### src/rtl/irqc_pkg.sv
// Package: shared sizes and helpers for the nested interrupt controller.
// Assumes a fixed population of eleven lines and four priority levels.
package irqc_pkg;
    localparam int NSRC   = 11;
    localparam int PRIO_W = 2;
    localparam int NLVL   = 1 << PRIO_W;
    localparam int IDX_W  = $clog2(NSRC);
    localparam int RA_W   = 3;

    typedef logic [PRIO_W-1:0] prio_t;
    typedef logic [IDX_W-1:0]  idx_t;

    // Vector address of a line: base plus step times index.
    function automatic logic [15:0] vec_address(input idx_t idx,
                                                input logic [15:0] base,
                                                input logic [15:0] step);
        return base + 16'(idx) * step;
    endfunction
endpackage

### src/rtl/irqc_cfg_regs.sv
// Configuration registers: global enable, per-line enables, per-line priorities.
// Assumes a single write per clock; reads are combinational.
module irqc_cfg_regs
    import irqc_pkg::*;
(
    input  logic                         clk,
    input  logic                         rst_n,
    input  logic                         wr_en,
    input  logic [RA_W-1:0]              wr_addr,
    input  logic [7:0]                   wr_data,
    input  logic [RA_W-1:0]              rd_addr,
    output logic [7:0]                   rd_data,
    output logic                         glob_en,
    output logic [NSRC-1:0]              src_en,
    output logic [NSRC-1:0][PRIO_W-1:0]  src_prio
);
    localparam int LOW_EN  = 5;              // enables held in register 0
    localparam int SLOTS   = 8 / PRIO_W;     // priorities per register
    localparam int PRIO_RB = 2;              // first priority register

    // Register update on write strobe.
    always_ff @(posedge clk) begin
        if (!rst_n) begin
            glob_en  <= 1'b0;
            src_en   <= '0;
            src_prio <= '0;
        end else if (wr_en) begin
            if (wr_addr == RA_W'(0))
                glob_en <= wr_data[7];
            for (int k = 0; k < NSRC; k++) begin
                if (k < LOW_EN && wr_addr == RA_W'(0))
                    src_en[k] <= wr_data[k % 8];
                if (k >= LOW_EN && wr_addr == RA_W'(1))
                    src_en[k] <= wr_data[(k - LOW_EN) % 8];
                if (wr_addr == RA_W'(PRIO_RB + k / SLOTS))
                    src_prio[k] <= wr_data[(k % SLOTS)*PRIO_W +: PRIO_W];
            end
        end
    end

    // Read multiplexer; unused bits return zero.
    always_comb begin
        rd_data = '0;
        if (rd_addr == RA_W'(0))
            rd_data[7] = glob_en;
        for (int k = 0; k < NSRC; k++) begin
            if (k < LOW_EN && rd_addr == RA_W'(0))
                rd_data[k % 8] = src_en[k];
            if (k >= LOW_EN && rd_addr == RA_W'(1))
                rd_data[(k - LOW_EN) % 8] = src_en[k];
            if (rd_addr == RA_W'(PRIO_RB + k / SLOTS))
                rd_data[(k % SLOTS)*PRIO_W +: PRIO_W] = src_prio[k];
        end
    end
endmodule

### src/rtl/irqc_flag_bank.sv
// Pending flags: one per line, edge- or level-type per EDGE_MASK.
// Assumes clr is one-hot or zero; a set at a boundary beats a clear.
module irqc_flag_bank
    import irqc_pkg::*;
#(
    parameter logic [NSRC-1:0] EDGE_MASK = '1
) (
    input  logic            clk,
    input  logic            rst_n,
    input  logic            mc_strobe,
    input  logic [NSRC-1:0] irq_in,
    input  logic [NSRC-1:0] clr,
    output logic [NSRC-1:0] flag
);
    logic [NSRC-1:0] samp_q;

    // Sample the raw lines once per machine cycle.
    always_ff @(posedge clk) begin
        if (!rst_n)         samp_q <= '0;
        else if (mc_strobe) samp_q <= irq_in;
    end

    for (genvar k = 0; k < NSRC; k++) begin : g_src
        if (EDGE_MASK[k]) begin : g_edge
            // Edge flag: set on sampled rise, cleared by acknowledge.
            always_ff @(posedge clk) begin
                if (!rst_n)                                 flag[k] <= 1'b0;
                else if (mc_strobe && irq_in[k] && !samp_q[k]) flag[k] <= 1'b1;
                else if (clr[k])                            flag[k] <= 1'b0;
            end
            assert_ack_clears_edge_R7: assert property (@(posedge clk) disable iff (!rst_n)
                (clr[k] && !mc_strobe) |=> !flag[k]);
        end else begin : g_level
            // Level flag: copy of the line at each boundary.
            always_ff @(posedge clk) begin
                if (!rst_n)         flag[k] <= 1'b0;
                else if (mc_strobe) flag[k] <= irq_in[k];
            end
        end
        assert_flag_hold_R1: assert property (@(posedge clk) disable iff (!rst_n)
            (!mc_strobe && !clr[k]) |=> $stable(flag[k]));
    end
endmodule

### src/rtl/irqc_pick.sv
// Winner selection: highest priority above the current level, lowest index on ties.
// Purely combinational; assumes prio fields are stable during the evaluation.
module irqc_pick
    import irqc_pkg::*;
(
    input  logic [NSRC-1:0]             elig,
    input  logic [NSRC-1:0][PRIO_W-1:0] src_prio,
    input  logic                        lvl_valid,
    input  logic [PRIO_W-1:0]           lvl,
    output logic                        win_valid,
    output logic [IDX_W-1:0]            win_idx
);
    logic [PRIO_W-1:0] best_p;

    // Ascending scan with strict compare keeps the lowest index on ties.
    always_comb begin
        win_valid = 1'b0;
        win_idx   = '0;
        best_p    = '0;
        for (int k = 0; k < NSRC; k++) begin
            if (elig[k] && (!lvl_valid || src_prio[k] > lvl) &&
                (!win_valid || src_prio[k] > best_p)) begin
                win_valid = 1'b1;
                win_idx   = IDX_W'(k);
                best_p    = src_prio[k];
            end
        end
    end

    always_comb begin
        if (win_valid)
            assert_pick_eligible_R4: assert (elig[win_idx]);
    end
endmodule

### src/rtl/irqc_svc_stack.sv
// In-service mask: one bit per priority level, push on acknowledge, pop on return.
// Assumes push and pop are never asserted in the same clock.
module irqc_svc_stack
    import irqc_pkg::*;
(
    input  logic              clk,
    input  logic              rst_n,
    input  logic              push,
    input  logic [PRIO_W-1:0] push_lvl,
    input  logic              pop,
    output logic              lvl_valid,
    output logic [PRIO_W-1:0] lvl
);
    logic [NLVL-1:0] mask_q;
    logic [NLVL-1:0] mask_d;

    // Highest set bit gives the current service level.
    always_comb begin
        lvl = '0;
        for (int l = 0; l < NLVL; l++)
            if (mask_q[l]) lvl = PRIO_W'(l);
    end
    assign lvl_valid = |mask_q;

    // Next mask: clear the top level on pop, set the new level on push.
    always_comb begin
        mask_d = mask_q;
        if (pop && lvl_valid) mask_d[lvl] = 1'b0;
        if (push)             mask_d[push_lvl] = 1'b1;
    end

    // Mask register.
    always_ff @(posedge clk) begin
        if (!rst_n) mask_q <= '0;
        else        mask_q <= mask_d;
    end

    assert_ret_pops_one_R8: assert property (@(posedge clk) disable iff (!rst_n)
        (pop && !push && lvl_valid) |=> $countones(mask_q) == $countones($past(mask_q)) - 1);
    assert_ack_marks_level_R7: assert property (@(posedge clk) disable iff (!rst_n)
        push |=> mask_q[$past(push_lvl)]);
endmodule

### src/rtl/nested_irq_ctrl.sv
// Top: nested priority interrupt controller for an 8-bit core.
// Assumes irq_ack is pulsed only while irq_req is high and irq_ret only
// while a level is in service; ack and ret never share a clock.
module nested_irq_ctrl
    import irqc_pkg::*;
#(
    parameter int              CLK_PER_MC = 3,
    parameter logic [NSRC-1:0] EDGE_MASK  = 11'h7FB,
    parameter logic [15:0]     VEC_BASE   = 16'h0003,
    parameter logic [15:0]     VEC_STEP   = 16'h0008
) (
    input  logic              clk,
    input  logic              rst_n,
    input  logic [NSRC-1:0]   irq_in,
    output logic              irq_req,
    output logic [IDX_W-1:0]  irq_vec,
    output logic [15:0]       irq_addr,
    input  logic              irq_ack,
    input  logic              irq_ret,
    input  logic              wr_en,
    input  logic [RA_W-1:0]   wr_addr,
    input  logic [7:0]        wr_data,
    input  logic [RA_W-1:0]   rd_addr,
    output logic [7:0]        rd_data
);
    localparam int CNT_W = (CLK_PER_MC > 1) ? $clog2(CLK_PER_MC) : 1;

    logic [CNT_W-1:0]            mc_cnt;
    logic                        mc_strobe;
    logic                        glob_en;
    logic [NSRC-1:0]             src_en;
    logic [NSRC-1:0][PRIO_W-1:0] src_prio;
    logic [NSRC-1:0]             flag;
    logic [NSRC-1:0]             clr;
    logic [NSRC-1:0]             elig;
    logic                        lvl_valid;
    logic [PRIO_W-1:0]           lvl;
    logic                        win_valid;
    logic [IDX_W-1:0]            win_idx;
    logic                        take;

    // Machine-cycle divider: strobe on the last clock of each machine cycle.
    always_ff @(posedge clk) begin
        if (!rst_n)         mc_cnt <= '0;
        else if (mc_strobe) mc_cnt <= '0;
        else                mc_cnt <= mc_cnt + 1'b1;
    end
    assign mc_strobe = (mc_cnt == CNT_W'(CLK_PER_MC - 1));

    irqc_cfg_regs u_cfg (
        .clk(clk), .rst_n(rst_n),
        .wr_en(wr_en), .wr_addr(wr_addr), .wr_data(wr_data),
        .rd_addr(rd_addr), .rd_data(rd_data),
        .glob_en(glob_en), .src_en(src_en), .src_prio(src_prio)
    );

    assign take = irq_ack && irq_req;
    assign clr  = take ? (NSRC'(1) << irq_vec) : '0;

    irqc_flag_bank #(.EDGE_MASK(EDGE_MASK)) u_flags (
        .clk(clk), .rst_n(rst_n), .mc_strobe(mc_strobe),
        .irq_in(irq_in), .clr(clr), .flag(flag)
    );

    assign elig = flag & src_en & {NSRC{glob_en}};

    irqc_pick u_pick (
        .elig(elig), .src_prio(src_prio),
        .lvl_valid(lvl_valid), .lvl(lvl),
        .win_valid(win_valid), .win_idx(win_idx)
    );

    irqc_svc_stack u_stack (
        .clk(clk), .rst_n(rst_n),
        .push(take), .push_lvl(src_prio[irq_vec]),
        .pop(irq_ret), .lvl_valid(lvl_valid), .lvl(lvl)
    );

    // Call request register: re-arbitrated at each boundary, dropped on acknowledge.
    always_ff @(posedge clk) begin
        if (!rst_n) begin
            irq_req <= 1'b0;
            irq_vec <= '0;
        end else if (take) begin
            irq_req <= 1'b0;
        end else if (mc_strobe) begin
            irq_req <= win_valid;
            if (win_valid) irq_vec <= win_idx;
        end
    end

    assign irq_addr = vec_address(irq_vec, VEC_BASE, VEC_STEP);

    assert_req_at_boundary_R6: assert property (@(posedge clk) disable iff (!rst_n)
        $rose(irq_req) |-> $past(mc_strobe));
    assert_req_above_level_R5: assert property (@(posedge clk) disable iff (!rst_n)
        irq_req |-> (!lvl_valid || src_prio[irq_vec] > lvl));
    assert_global_mask_R2: assert property (@(posedge clk) disable iff (!rst_n)
        (mc_strobe && !glob_en && !take) |=> !irq_req);
    assert_ack_drops_req_R7: assert property (@(posedge clk) disable iff (!rst_n)
        take |=> !irq_req);
endmodule

### config.mk
export PLATFORM = sky130hd
export DESIGN_NAME = nested_irq_ctrl
export DESIGN_NICKNAME = d
export VERILOG_FILES = /design/src/rtl/irqc_pkg.sv /design/src/rtl/irqc_cfg_regs.sv /design/src/rtl/irqc_flag_bank.sv /design/src/rtl/irqc_pick.sv /design/src/rtl/irqc_svc_stack.sv /design/src/rtl/nested_irq_ctrl.sv
export SDC_FILE = /design/constraint.sdc
export NUM_CORES = 1
export LEC_CHECK = 0
export CORE_ASPECT_RATIO = 0.6
export CORE_MARGIN = 2
export CORE_UTILIZATION = 40
export DETAILED_ROUTE_END_ITERATION = 8
export PLACE_DENSITY = 0.67
export SETUP_SLACK_MARGIN = 0.15
export SLEW_MARGIN = 5
export SYNTH_ARGS = -nofsm -noshare
export SYNTH_HDL_FRONTEND = slang
export SYNTH_HIERARCHICAL = 1
export SYNTH_SLANG_ARGS = --single-unit
### constraint.sdc
create_clock -name clk -period 26.3 [get_ports clk]
set_input_delay 2.63 -clock clk [delete_from_list [all_inputs] [get_ports clk]]
set_output_delay 2.63 -clock clk [all_outputs]
set_load 0.05 [all_outputs]
==> results_dict.tcl, run 1 <==
set metrics [dict create \
    die_w_um 148 \
    gp_congestion 0.896 \
    fin_area_mm2 0.00579 \
    leakage_nw 2.19 \
    grt_max_degree 86 \
    cts_setup_buffers 0 \
    firstDrtPassIters 4 \
    clkLatencyLatePin_ns 0.34 \
    cap_violations 0 \
    ant_nets 0 \
    met1_length_mm 7.07 \
    drt-total-wl_mm 13.7 \
    root_buffer "clkbuf_16" \
    overflow 0 \
    met2_length_mm 5.38 \
    finalWorstSetupSlack_ns 12.24 \
    criticalPathCategory "register to register" \
    crit_buf_inv 4 \
    power_density_mw_per_mm2 48.5 \
    postCtsHoldBufs 0 \
    drc 0 \
    placed_cell_area_mm2 0.00544 \
    period_needed_ns 14.06 \
    cts_resized 0 \
    rsz0062_at_grt "no" \
    viasPerCell 5.70 \
    grt_pass1_vias 3929 \
    crit_fanout 11 \
    drive_above_1_share 0.0914 \
    cp.arrival_ns 14.33 \
    worst_pin_slew_ns 0.808 \
    hold_viol 0 \
    finalSetupViolCount 0 \
    syn_to_final_growth_pct 15.9 \
    coreArea_mm2 0.0121 \
    antenna_cells 0 \
    final_cells 767 \
    critPathCaptureType "register" \
    synth_area_per_cell_um2 8.81 \
    clk_pin_slew_ns 0.06 \
    grt_use_total 0.206 \
    crit_path_frequent_cell "ha_1" \
    startpoint_type "register" \
    required_ns 26.57 \
    min_path_type "register to register" \
    dp_cells 751 \
    critical_path.top_delay_family "compound AO/OA/AOI/OAI gates" \
    clockBufferDepth 2 \
    slowest_delay_ns 0.50 \
    layout_commonest_cell "dfxtp_1" \
    htreeDepth 3 \
    highest_layer "met4" \
    grt_pass1_wl_mm 21.5 \
    cts.sinks 66 \
    final_nets 668 \
    cts_tree "built" \
    period_share 0.535 \
    start_util 0.413 \
    final_cell_mix "66 x dfxtp_1, 50 x nor2b_1, 45 x clkdlybuf4s50_1, 44 x nand2_1, 41 x ha_1" \
    post-route-util 0.478 \
    skew_ns 0.0106 \
    place_ws_ns 12.46 \
    crit_path_top_delay_cell "o311ai_2" \
    hpwl_mm 10.5 \
    fp.dieH_um 90.6 \
    outcome "finished, final reports clean" \
    yosys_warnings 6 \
    drt-initial-drc-count 431 \
    wire_per_inst_um 17.9 \
    drv_slew 0 \
    rows 31 \
    fmax_ghz 0.0711 \
    tns_ns 0 \
    ir_drop_mv 0.0299 \
    synth_cells 567 \
    netlist_area_mm2 0.00499 \
    vias 4372 \
    io_buffers 46 \
    cts_made_buffers 9 \
    antenna_found_initial 0 \
    wl_met3_mm 1.09 \
    io_pins 59 \
    maxSlewHeadroom 0.461 \
    rrSetupSlack_ns 12.24 \
    dieArea_mm2 0.0134 \
    num-fill-cells 1177 \
]
[metrics by stage]
step / total power, mW / hold WS, ns
floorplan: 0.134 / 0.392
global placement: 0.141 / 0.399
detailed placement: 0.142 / 0.406
CTS: 0.284 / 0.414
global route: 0.291 / 0.456
finish: 0.281 / 0.410
[routing by layer]
metal	vias up	track usage
met5	-	0
met4	0	0.0540
met1	2073	0.319
li1	2123	-
met2	164	0.276
met3	12	0.0525
[power by group]
group          total (mW)  switching, mW  internal (mW)
clock               0.140         0.0469         0.0933
combinational      0.0315         0.0180         0.0135
sequential          0.109        0.00417          0.105
[state kept, by name (all words and copies together), names as in the netlist]
register,cells
irq_req,1
u_cfg/src_prio,22
mc_cnt,2
u_flags/samp_q,11
u_stack/mask_q,4
u_cfg/glob_en,1
u_flags/flag,10
u_cfg/src_en,11
irq_vec,4
[worst paths after layout]
path                endpoint              start  depth (start not counted)
setup / recovery  irq_vec[0]  u_stack/mask_q[3]                         70
hold / removal     mc_cnt[0]          mc_cnt[0]                          1
setup reg to reg  irq_vec[0]  u_stack/mask_q[3]                         70
hold reg to reg    mc_cnt[0]          mc_cnt[0]                          1
[cell type report]
class | instances | area (um^2) | area share
tap | 165 | 206 | 0.0357
clock buffer | 9 | 225 | 0.0389
sequential | 66 | 1320 | 0.228
clock inverter | 7 | 124 | 0.0214
timing repair buffer | 49 | 478 | 0.0826
multi-input combinational | 446 | 3340 | 0.577
inverter | 25 | 96.3 | 0.0166
Note: power is estimated with default switching activity, not from simulation.
==> run 2: changes to the inputs <==
Settings changed: PLACE_DENSITY 0.67 to 0.7.
Clock period 26.3 ns to 12.06 ns, I/O delays scaled along.
==> results_dict.tcl, run 2 (synthesis results as in run 1) <==
set metrics [dict create \
    die_w_um 148 \
    rows 31 \
    fin_area_mm2 0.00653 \
    rsz0062_at_grt "yes" \
    tns_ns 0 \
    grt_pass1_vias 4544 \
    clockBufferDepth 2 \
    drc 0 \
    viasPerCell 5.75 \
    crit_path_frequent_cell "ha_4" \
    skew_ns 0.0124 \
    power_density_mw_per_mm2 90.9 \
    antenna_found_initial 0 \
    criticalPathCategory "register to register" \
    root_buffer "clkbuf_16" \
    drive_above_1_share 0.241 \
    drt-total-wl_mm 15.5 \
    hold_viol 0 \
    crit_path_top_delay_cell "or3_4" \
    fmax_ghz 0.0830 \
    dieArea_mm2 0.0134 \
    vias 4711 \
    overflow 0 \
    critPathCaptureType "register" \
    cp.arrival_ns 12.32 \
    maxSlewHeadroom 0.176 \
    finalWorstSetupSlack_ns 0.0174 \
    cts.sinks 66 \
    crit_fanout 6 \
    hpwl_mm 11.4 \
    start_util 0.413 \
    syn_to_final_growth_pct 30.6 \
    coreArea_mm2 0.0121 \
    required_ns 12.33 \
    grt_use_total 0.232 \
    wire_per_inst_um 18.9 \
    clk_pin_slew_ns 0.06 \
    reg_top3 "u_cfg/src_prio (22), u_cfg/src_en (11), u_flags/samp_q (11)" \
    cts_made_buffers 9 \
    place_ws_ns -0.553 \
    postCtsHoldBufs 0 \
    htreeDepth 3 \
    period_share 0.999 \
    leakage_nw 2.53 \
    min_path_type "register to register" \
    cts_tree "built" \
    firstDrtPassIters 5 \
    cap_violations 0 \
    antenna_cells 0 \
    finalSetupViolCount 0 \
    grt_max_degree 86 \
    placed_cell_area_mm2 0.00572 \
    grt_pass1_wl_mm 24.4 \
    regMostFlops "u_cfg/src_prio" \
    ant_nets 0 \
    fp.dieH_um 90.6 \
    startpoint_type "register" \
    largest_reg_flops 22 \
    final_cell_mix "64 x dfxtp_1, 56 x buf_4, 46 x nor2b_1, 45 x clkdlybuf4s50_1, 39 x nand2_1" \
    io_pins 59 \
    gp_congestion 0.930 \
    drt-initial-drc-count 353 \
    drv_slew 0 \
    final_nets 721 \
    ir_drop_mv 0.111 \
    io_buffers 46 \
    worst_pin_slew_ns 1.22 \
    clkLatencyLatePin_ns 0.34 \
    period_needed_ns 12.04 \
    layout_commonest_cell "dfxtp_1" \
    slowest_delay_ns 0.40 \
    outcome "finished, final reports clean" \
]
==> run 2: critical path: cells and delay by family (launching register included) <==
| family | cells | cell delay (ns) |
|---|---|---|
| AO/OA/AOI/OAI | 31 | 5.24 |
| flip-flops | 1 | 0.32 |
| multiplexers | 3 | 0.76 |
| adder cells (fa/ha/maj) | 10 | 2.42 |
| buffers and inverters | 3 | 0.18 |
| AND/OR/NAND/NOR | 22 | 3.04 |
==> run 2: worst paths after layout <==
path | from | to | slack (ns) | depth (start not counted)
worst min register to register | mc_cnt[0] | mc_cnt[0] | 0.41 | 1
worst max register to register | u_stack/mask_q[3] | irq_vec[2] | 0.02 | 69
worst max-delay path | u_stack/mask_q[3] | irq_vec[2] | 0.02 | 69
worst min-delay path | mc_cnt[0] | mc_cnt[0] | 0.41 | 1
==> run 2: area by class of cell <==
| cell class | instances | area, um^2 |
|---|---|---|
| well taps | 165 | 206 |
| multi-input cells | 446 | 3700 |
| flip-flops and latches | 66 | 1320 |
| clock inverters | 6 | 88.8 |
| fillers | 1099 | 5580 |
| inverters | 25 | 98.8 |
| repair buffers | 102 | 876 |
| clock buffers | 10 | 229 |
==> run 2: layer usage <==
| layer | vias to the layer above | share of wire | track usage |
|---|---|---|---|
| met3 | 25 | 0.084 | 0.0596 |
| met2 | 198 | 0.42 | 0.334 |
| li1 | 2240 | - | - |
| met4 | 0 | 0.019 | 0.0778 |
| met1 | 2248 | 0.47 | 0.334 |
| met5 | - | 0 | 0 |
==> run 2: power by group <==
| group | switching, mW | internal, mW | leakage [nW] |
|---|---|---|---|
| Clock | 0.101 | 0.181 | 0.149 |
| Combinational | 0.0412 | 0.0316 | 1.84 |
| Sequential | 0.00884 | 0.229 | 0.536 |
| Total | 0.151 | 0.442 | 2.53 |
==> run 2: through the flow <==
step	instances	power [mW]	hold WS (ns)	util
6_report	820	0.593	0.411	0.539
5_1_grt	820	0.615	0.448	0.539
4_1_cts	814	0.595	0.415	0.526
3_5_place_dp	781	0.311	0.407	0.473
3_3_place_gp	781	0.308	0.399	0.473
2_1_floorplan	577	0.293	0.392	-
==> run 2: timing repair <==
action	in CTS	in global routing
hold endpoints to repair	0	0
setup buffers	17	6
gates resized for setup	42	28
pin swaps	34	38
setup endpoints to repair	4	4
==> run 3: changes to the inputs <==
Settings changed: GPL_ROUTABILITY_DRIVEN set to 0.
==> results_dict.tcl, run 3 (synthesis results as in run 1) <==
set metrics [dict create \
    outcome "finished with violations" \
    violations "negative setup slack" \
    overflow 0 \
    final_nets 719 \
    p_total_uw 551 \
    critPathCaptureType "register" \
    hold_depth 1 \
    start_util 0.413 \
    grt_pass1_wl_mm 23.7 \
    comb_power_share 0.134 \
    cts_made_buffers 9 \
    finalSetupViolCount 3 \
    hold_viol 0 \
    syn_to_final_growth_pct 29.7 \
    die_w_um 148 \
    cts_tree "built" \
    drv_slew 0 \
    maxSlewHeadroom 0.191 \
    dieArea_mm2 0.0134 \
    final_cells 816 \
    viasPerCell 5.89 \
    r2r_start "u_stack/mask_q[3]" \
    min_path_type "register to register" \
    tns_ns -0.137 \
    rows 31 \
    crit_fanout 6 \
    layout_commonest_cell "dfxtp_1" \
    period_needed_ns 12.15 \
    p_sw_uw 147 \
    cp.arrival_ns 12.41 \
    io_pins 59 \
    grt_use_total 0.226 \
    clk_pin_slew_ns 0.06 \
    antenna_cells 0 \
    critPathLaunch "u_stack/mask_q[3]" \
    clkLatencyLatePin_ns 0.33 \
    drt-initial-drc-count 449 \
    io_buffers 46 \
    skew_ns 0.00422 \
    p_int_uw 403 \
    r2r_cells 71 \
    p_sw_frac 0.267 \
    crit_buf_inv 4 \
    critical_path.top_delay_family "compound AO/OA/AOI/OAI gates" \
    root_buffer "clkbuf_16" \
    holdPathEnd "mc_cnt[0]" \
    pwr-share-clk 0.435 \
    antenna_found_initial 0 \
    period_share 1.01 \
    required_ns 12.33 \
    power_density_mw_per_mm2 85.0 \
    vias 4809 \
    ant_nets 0 \
    postCtsHoldBufs 0 \
    cap_violations 0 \
    fin_area_mm2 0.00648 \
    fp.dieH_um 90.6 \
    reg_top3 "u_cfg/src_prio (22), u_cfg/src_en (11), u_flags/samp_q (11)" \
    criticalPathCategory "register to register" \
    worst_pin_slew_ns 1.20 \
    leakage_nw 2.51 \
    dp_cells 777 \
    final_cell_mix "64 x dfxtp_1, 54 x buf_4, 45 x clkdlybuf4s50_1, 44 x nor2b_1, 40 x nand2_1" \
    largest_reg_flops 22 \
    ir_drop_mv 0.0670 \
    grt_max_degree 86 \
    crit_path_frequent_cell "ha_4" \
    min_from "mc_cnt[0]" \
    drc 0 \
    wire_per_inst_um 18.8 \
    startpoint_type "register" \
    fin_hold_ws_ns 0.426 \
    hpwl_mm 11.1 \
    rsz0062_at_grt "yes" \
    drt-total-wl_mm 15.3 \
    fmax_ghz 0.0823 \
    firstDrtPassIters 5 \
    placed_cell_area_mm2 0.00569 \
    crit_path_top_delay_cell "or3_4" \
    coreArea_mm2 0.0121 \
    htreeDepth 3 \
    rrSetupSlack_ns -0.09 \
    clockBufferDepth 2 \
    grt_pass1_vias 4438 \
    cts.sinks 66 \
    finalWorstSetupSlack_ns -0.0860 \
    drive_above_1_share 0.243 \
    r2r-end "irq_vec[2]" \
    seqPwrFrac 0.431 \
    regMostFlops "u_cfg/src_prio" \
    slowest_delay_ns 0.39 \
]
==> run 3: changes by cell type in the layout (fill, tap and decap cells not counted), moves of 2 or more <==
cell	change
a2bb2oi_2	+2
a21bo_2	+2
ha_4	+2
bufinv_16	-2
a2bb2oi_1	-2
buf_4	-2
o32ai_2	+2
ha_1	-2
a21bo_4	-2
nor2b_1	-2
nor2b_4	+2
==> run 3: timing repair <==
action | CTS | global route
pin swaps | 45 | 44
setup endpoints to repair | 4 | 4
buffers inserted | 17 | 8
gates resized for setup | 44 | 28
==> run 3: cell type report <==
cell class                 instances  area (um^2)
fill                            1069         5630
multi-input combinational        446         3720
sequential                        66         1320
timing repair buffer             100          861
clock buffer                      10          239
tap                              165          206
inverter                          25         98.8
clock inverter                     4         28.8
==> run 3: through the flow <==
stage | setup slack (ns) | util
after CTS | -0.00807 | 0.518
after floorplan | 0.158 | -
after global placement | 0.0548 | 0.470
after detailed placement | -0.614 | 0.470
after global routing | -0.616 | 0.535
final | -0.0860 | 0.535
==> run 3: how the worst max path moves through the flow <==
stage | endpoint | slack, ns | cells after the start
3_3_place_gp | irq_vec[2] | 0.05 | 69
4_1_cts | irq_vec[2] | -0.008 | 68
2_1_floorplan | irq_vec[0] | 0.16 | 72
3_5_place_dp | irq_vec[2] | -0.61 | 69
5_1_grt | irq_vec[2] | -0.62 | 72
6_report | irq_vec[2] | -0.09 | 71
==> run 3: routing by layer <==
layer,global-route usage,wire (um),vias up
met5,0,0,-
met4,0.0595,232,0
met3,0.0505,1350,30
met2,0.337,6670,224
met1,0.327,7100,2329
li1,-,-,2226
==> run 3: power by group through the flow <==
stage               clock, mW  combinational, mW  sequential, mW
floorplan                   0             0.0546           0.238
global placement            0             0.0674           0.241
detailed placement          0             0.0692           0.241
CTS                     0.245             0.0716           0.237
global route            0.254             0.0798           0.238
finish                  0.240             0.0735           0.238
